==> config.mk <==
export PLATFORM = sky130hd
export DESIGN_NAME = wlvl_engine
export DESIGN_NICKNAME = d
export VERILOG_FILES = /design/src/rtl/wlvl_pkg.sv /design/src/rtl/wlvl_seq.sv /design/src/rtl/wlvl_lane.sv /design/src/rtl/wlvl_engine.sv
export SDC_FILE = /design/constraint.sdc
export NUM_CORES = 1
export LEC_CHECK = 0
export ABC_AREA = 1
export BUFFER_PORTS_ARGS = -buffer_cell sky130_fd_sc_hd__buf_4
export CAP_MARGIN = 30
export CELL_PAD_IN_SITES_DETAIL_PLACEMENT = 1
export CELL_PAD_IN_SITES_GLOBAL_PLACEMENT = 1
export CORE_MARGIN = 8
export CORE_UTILIZATION = 41
export DETAILED_ROUTE_END_ITERATION = 8
export PLACE_DENSITY = 0.88
export SLEW_MARGIN = 20
export SYNTH_ARGS = -nofsm -noshare
export SYNTH_HDL_FRONTEND = slang
export SYNTH_SLANG_ARGS = --single-unit
export TNS_END_PERCENT = 30
==> constraint.sdc <==
create_clock -name clk -period 2 [get_ports clk]
set_input_delay 0.1 -clock clk [delete_from_list [all_inputs] [get_ports clk]]
set_output_delay 0.1 -clock clk [all_outputs]
set_load 0.02 [all_outputs]
==> src/rtl/wlvl_pkg.sv <==
package wlvl_pkg;

  typedef enum logic [2:0] {
    ST_IDLE,
    ST_PULSE,
    ST_WAIT,
    ST_SAMP,
    ST_EVAL,
    ST_NEXT,
    ST_DONE
  } seq_state_t;

  // two-of-three decision over the per-trial samples
  function automatic logic vote3(input logic [2:0] s);
    return (s[0] & s[1]) | (s[0] & s[2]) | (s[1] & s[2]);
  endfunction

  // edge found: a previous trial exists, it voted 0, this one votes 1
  function automatic logic edge_found(input logic first_trial,
                                      input logic prev_vote,
                                      input logic cur_vote);
    return !first_trial && !prev_vote && cur_vote;
  endfunction

endpackage

==> src/rtl/wlvl_seq.sv <==
module wlvl_seq
  import wlvl_pkg::*;
#(
  parameter int WAIT_W     = 8,
  parameter bit AUTO_START = 1'b1
) (
  input  logic              clk,
  input  logic              rst_n,
  input  logic              start_i,
  input  logic [WAIT_W-1:0] settle_i,
  input  logic              all_fin,
  output logic              pulse,
  output logic              sample_en,
  output logic              eval_en,
  output logic              restart,
  output logic              done
);

  localparam int SAMPLES = 3;
  localparam int SCNT_W  = $clog2(SAMPLES);

  seq_state_t        state_q, state_d;
  logic              boot_q;
  logic [WAIT_W-1:0] settle_q;
  logic [WAIT_W-1:0] wcnt_q;
  logic [SCNT_W-1:0] scnt_q;
  logic              wait_last;
  logic              samp_last;

  assign restart   = ((state_q == ST_IDLE) || (state_q == ST_DONE)) && (start_i || boot_q);
  assign wait_last = ({1'b0, wcnt_q} + 1'b1) == {1'b0, settle_q};
  assign samp_last = scnt_q == SCNT_W'(SAMPLES - 1);

  always_comb begin
    state_d = state_q;
    unique case (state_q)
      ST_IDLE, ST_DONE: if (restart) state_d = ST_PULSE;
      ST_PULSE: state_d = (settle_q == '0) ? ST_SAMP : ST_WAIT;
      ST_WAIT:  if (wait_last) state_d = ST_SAMP;
      ST_SAMP:  if (samp_last) state_d = ST_EVAL;
      ST_EVAL:  state_d = ST_NEXT;
      ST_NEXT:  state_d = all_fin ? ST_DONE : ST_PULSE;
      default:  state_d = ST_IDLE;
    endcase
  end

  always_ff @(posedge clk) begin
    if (!rst_n) begin
      state_q  <= ST_IDLE;
      boot_q   <= AUTO_START;
      settle_q <= '0;
      wcnt_q   <= '0;
      scnt_q   <= '0;
    end else begin
      state_q <= state_d;
      if (restart) begin
        boot_q   <= 1'b0;
        settle_q <= settle_i;
      end
      if (state_q == ST_WAIT) wcnt_q <= wcnt_q + 1'b1;
      else                    wcnt_q <= '0;
      if (state_q == ST_SAMP) scnt_q <= scnt_q + 1'b1;
      else                    scnt_q <= '0;
    end
  end

  assign pulse     = state_q == ST_PULSE;
  assign sample_en = state_q == ST_SAMP;
  assign eval_en   = state_q == ST_EVAL;
  assign done      = state_q == ST_DONE;

endmodule

==> src/rtl/wlvl_lane.sv <==
module wlvl_lane
  import wlvl_pkg::*;
#(
  parameter int CODE_W = 7
) (
  input  logic              clk,
  input  logic              rst_n,
  input  logic              restart,
  input  logic              sample_en,
  input  logic              eval_en,
  input  logic              fb,
  output logic [CODE_W-1:0] code,
  output logic              locked,
  output logic              failed
);

  localparam logic [CODE_W-1:0] CODE_MAX = {CODE_W{1'b1}};

  logic [CODE_W-1:0] code_q;
  logic [2:0]        samp_q;
  logic              prev_q;
  logic              first_q;
  logic              lock_q;
  logic              fail_q;
  logic              vote;
  logic              searching;

  assign vote      = vote3(samp_q);
  assign searching = !lock_q && !fail_q;

  always_ff @(posedge clk) begin
    if (!rst_n || restart) begin
      code_q  <= '0;
      samp_q  <= '0;
      prev_q  <= 1'b0;
      first_q <= 1'b1;
      lock_q  <= 1'b0;
      fail_q  <= 1'b0;
    end else begin
      if (sample_en) samp_q <= {samp_q[1:0], fb};
      if (eval_en && searching) begin
        first_q <= 1'b0;
        prev_q  <= vote;
        if (edge_found(first_q, prev_q, vote)) lock_q <= 1'b1;
        else if (code_q == CODE_MAX)           fail_q <= 1'b1;
        else                                   code_q <= code_q + 1'b1;
      end
    end
  end

  assign code   = code_q;
  assign locked = lock_q;
  assign failed = fail_q;

endmodule

==> src/rtl/wlvl_engine.sv <==
module wlvl_engine #(
  parameter int NUM_LANES  = 4,
  parameter int CODE_W     = 7,
  parameter int WAIT_W     = 8,
  parameter bit AUTO_START = 1'b1
) (
  input  logic                        clk,
  input  logic                        rst_n,
  input  logic                        start_i,
  input  logic [WAIT_W-1:0]           settle_i,
  input  logic [NUM_LANES-1:0]        fb_i,
  output logic                        pulse_o,
  output logic [NUM_LANES*CODE_W-1:0] dly_code_o,
  output logic [NUM_LANES-1:0]        fail_o,
  output logic                        done_o
);

  logic                 restart;
  logic                 sample_en;
  logic                 eval_en;
  logic                 all_fin;
  logic [NUM_LANES-1:0] lane_lock;
  logic [NUM_LANES-1:0] lane_fail;

  assign all_fin = &(lane_lock | lane_fail);

  wlvl_seq #(
    .WAIT_W    (WAIT_W),
    .AUTO_START(AUTO_START)
  ) u_seq (
    .clk      (clk),
    .rst_n    (rst_n),
    .start_i  (start_i),
    .settle_i (settle_i),
    .all_fin  (all_fin),
    .pulse    (pulse_o),
    .sample_en(sample_en),
    .eval_en  (eval_en),
    .restart  (restart),
    .done     (done_o)
  );

  for (genvar g = 0; g < NUM_LANES; g++) begin : g_lane
    wlvl_lane #(
      .CODE_W(CODE_W)
    ) u_lane (
      .clk      (clk),
      .rst_n    (rst_n),
      .restart  (restart),
      .sample_en(sample_en),
      .eval_en  (eval_en),
      .fb       (fb_i[g]),
      .code     (dly_code_o[g*CODE_W +: CODE_W]),
      .locked   (lane_lock[g]),
      .failed   (lane_fail[g])
    );
  end

  assign fail_o = lane_fail;

endmodule

==> metrics.cfg <==
[yosys]
synth.distinct_cells=30
synth.cell_area_mm2=0.00355
synth_top_area_share_pct=44.0
synth_area_leader_cell=dfxtp_1
synth-seq-cells=78
avgSynthCellArea_um2=7.23
syn_nets=512
syn_inst=491
yosysWarnings=0
yosys-top-cells-area=dfxtp_1 (44%), nand2_1 (11%), a21oi_1 (7.0%)
seq_area_frac_synth_pct=44.0

[pwr]
leakagePower_nw=1.86
ir_drop_mv=0.358
p_per_area_mw_per_mm2=968
total_power_mw=4.12

[place]
place_area_mm2=0.00400
numPlacedInstances=637
place_hpwl_mm=7.04
port_buffers=48
gp_congestion=0.836

[floorplanning]
dieHeight_um=109
rows=34
pin_count=49
die_area_mm2=0.0119
fp.dieW_um=109
fp.coreArea_mm2=0.00855
initial_utilization_pct=41.5

[timing]
slew_headroom_pct=66.1
drv_slew=0
min_period_over_period_pct=88.9
hold_slack_ps=14.5
fin_tns_setup_ps=0
worstMarginPinSlew_ps=506
hold_viol=0
rsz0062_at_grt=no
fin_crit_ps=1780
fmax_ghz=0.562
setup_viol=0
clock-skew-final_ps=9.08

[setup_path]
crit_type=flip-flop to flip-flop
worstPathArrival_ps=2020
crit_family=simple AND/OR/NAND/NOR gates
crit_buf_inv=1
critPathLaunchType=flip-flop
required_ps=2240
cp_cell_sequence=nand2_4 -> nor2_4 -> nand2_1 -> nor2_2 -> inv_2 -> nor2_2 -> nand3_1 -> nand2_1 -> nor2_1
worstSetupPathDepth=9
crit_slowest_cell=dfxtp_1
rr_worst_depth=9
slowest_delay_ps=530
critPathCaptureType=flip-flop
cp_max_fo=8

[detailed_routing]
ant_nets=0
drt_pass1_iterations=4
route.detailed.drc=0
drt_wl_total_mm=9.33
vias_per_cell=5.07
initialDrtViolationCount=98
vias=3322
routedWlPerCell_um=14.3

[clocking]
clk_pin_slew_ps=80
post_cts_buffers=0
cts_max_path_buffers=2
cts-buffers-inserted=9
cts.sinks=78
root_buffer=clkbuf_8
cts_tree=yes
htreeDepth=3
clock_latency_ps=350

[global_routing]
grt_antenna_before_repair=0
gr-usage-all-layers_pct=16.4
grt_max_degree=30
overflow=0
grt_pass1_wl_mm=15.9
grt_pass1_vias=3653

[run]
cap_violations=0

[cells_and_area]
antenna_cells=0
nets=563
finalInstanceArea_mm2=0.00425
final_cells=655
drive_above_1_share_pct=18.5
area_growth_pct=19.8

[hold_path]
hold_class=input port to flip-flop
min_path_cells=3

[status]
status=finished, final reports clean

==> metrics by stage <==
stage	util [%]	setup WS (ps)
6_report	49.8	222
5_1_grt	49.8	18.9
4_1_cts	49.7	170
3_5_place_dp	46.7	197
3_3_place_gp	46.7	320
2_1_floorplan	-	484
==> worst reg2reg max path, cell delays in order, from the launching register on <==
cell,delay (ps)
dfxtp_1,530
nand2_4,160
nor2_4,170
nand2_1,120
nor2_2,250
inv_2,70
nor2_2,160
nand3_1,100
nand2_1,80
nor2_1,40
==> cells in the final DEF, fill, tap and decap left out, drive strengths merged, types with 2 or more instances in the layout <==
master and instances:
nand2 105, dfxtp 78, inv 73, nor2 62
buf 52, a21oi 50, nand3 30, o21ai 30
nor3 16, clkbuf 13, o21a 8, nand4 7
ha 6, or2 2, nand3b 2, nor3b 2
bufinv 2, dlygate4sd3 2, maj3 2
==> what timing repair did <==
action,CTS,global route
setup endpoints to repair,0,3
gates resized for setup,0,2
endpoints found under the hold margin,2,0
hold buffers,2,0
==> routing by layer <==
layer	up-vias	track usage [%]	wire, um
met5	-	0	0
met4	0	7.14	201
met3	21	3.66	331
met2	45	31.0	4920
met1	1589	16.9	3880
li1	1667	-	-
==> where the power goes <==
| part | switching [mW] | internal (mW) | leakage [nW] | total, mW |
|---|---|---|---|---|
| clock network | 0.564 | 0.804 | 0.120 | 1.37 |
| logic | 0.657 | 0.322 | 1.10 | 0.979 |
| registers | 0.101 | 1.67 | 0.632 | 1.77 |
| total | 1.32 | 2.80 | 1.86 | 4.12 |
==> state kept, by name, summed over array words and instances, names as in the netlist <==
name / cells
g_lane.u_lane.code: 28
g_lane.u_lane.samp_q: 12
u_seq.settle_q: 8
u_seq.wcnt_q: 8
g_lane.u_lane.failed: 4
g_lane.u_lane.first_q: 4
g_lane.u_lane.locked: 4
g_lane.u_lane.prev_q: 4
u_seq.state_q: 3
u_seq.scnt_q: 2
u_seq.boot_q: 1
==> synth_stat cells, drive strengths merged <==
library cell  number
o21a               8
o21bai             1
nand2            105
nand3b             2
nand4              7
inv               73
nor3              16
clkbuf             2
dfxtp             78
o21ai             30
buf               12
maj3               2
nor3b              2
ha                 6
a21oi             50
nor2              62
or2                2
nand3             30
nor4               1
a31oi              1
xor2               1
==> logic make-up (layout without fill, tap and decap cells) <==
| kind of cell | after synthesis | after routing | share of synthesized area, % |
|---|---|---|---|
| AOI/OAI and AO/OA | 90 | 90 | 13.3 |
| xor gates and xnor gates | 1 | 1 | 0.247 |
| adders and majority gates | 8 | 8 | 2.71 |
| buffers and inverters | 87 | 143 | 10.0 |
| DFF | 78 | 78 | 44.0 |
| and+or+nand+nor | 227 | 227 | 29.7 |
==> area by class of cell <==
type                            count  area [um2]
Clock inverter                      3        65.1
Tap cell                          108         135
Timing Repair Buffer               54         410
Multi-Input combinational cell    326        1640
Fill cell                        1112        4300
Clock buffer                       13         169
Inverter                           73         274
Sequential cell                    78        1560
==> worst paths after layout <==
| path | from | end | slack, ps |
|---|---|---|---|
| hold reg to reg | u_seq.scnt_q[0] | u_seq.scnt_q[0] | 440 |
| setup / recovery | u_seq.state_q[2] | g_lane[1].u_lane.code[5] | 220 |
| hold / removal | settle_i[3] | u_seq.settle_q[3] | 10 |
| setup reg to reg | u_seq.state_q[2] | g_lane[1].u_lane.code[5] | 220 |
Note: power is estimated with default switching activity, not from simulation.
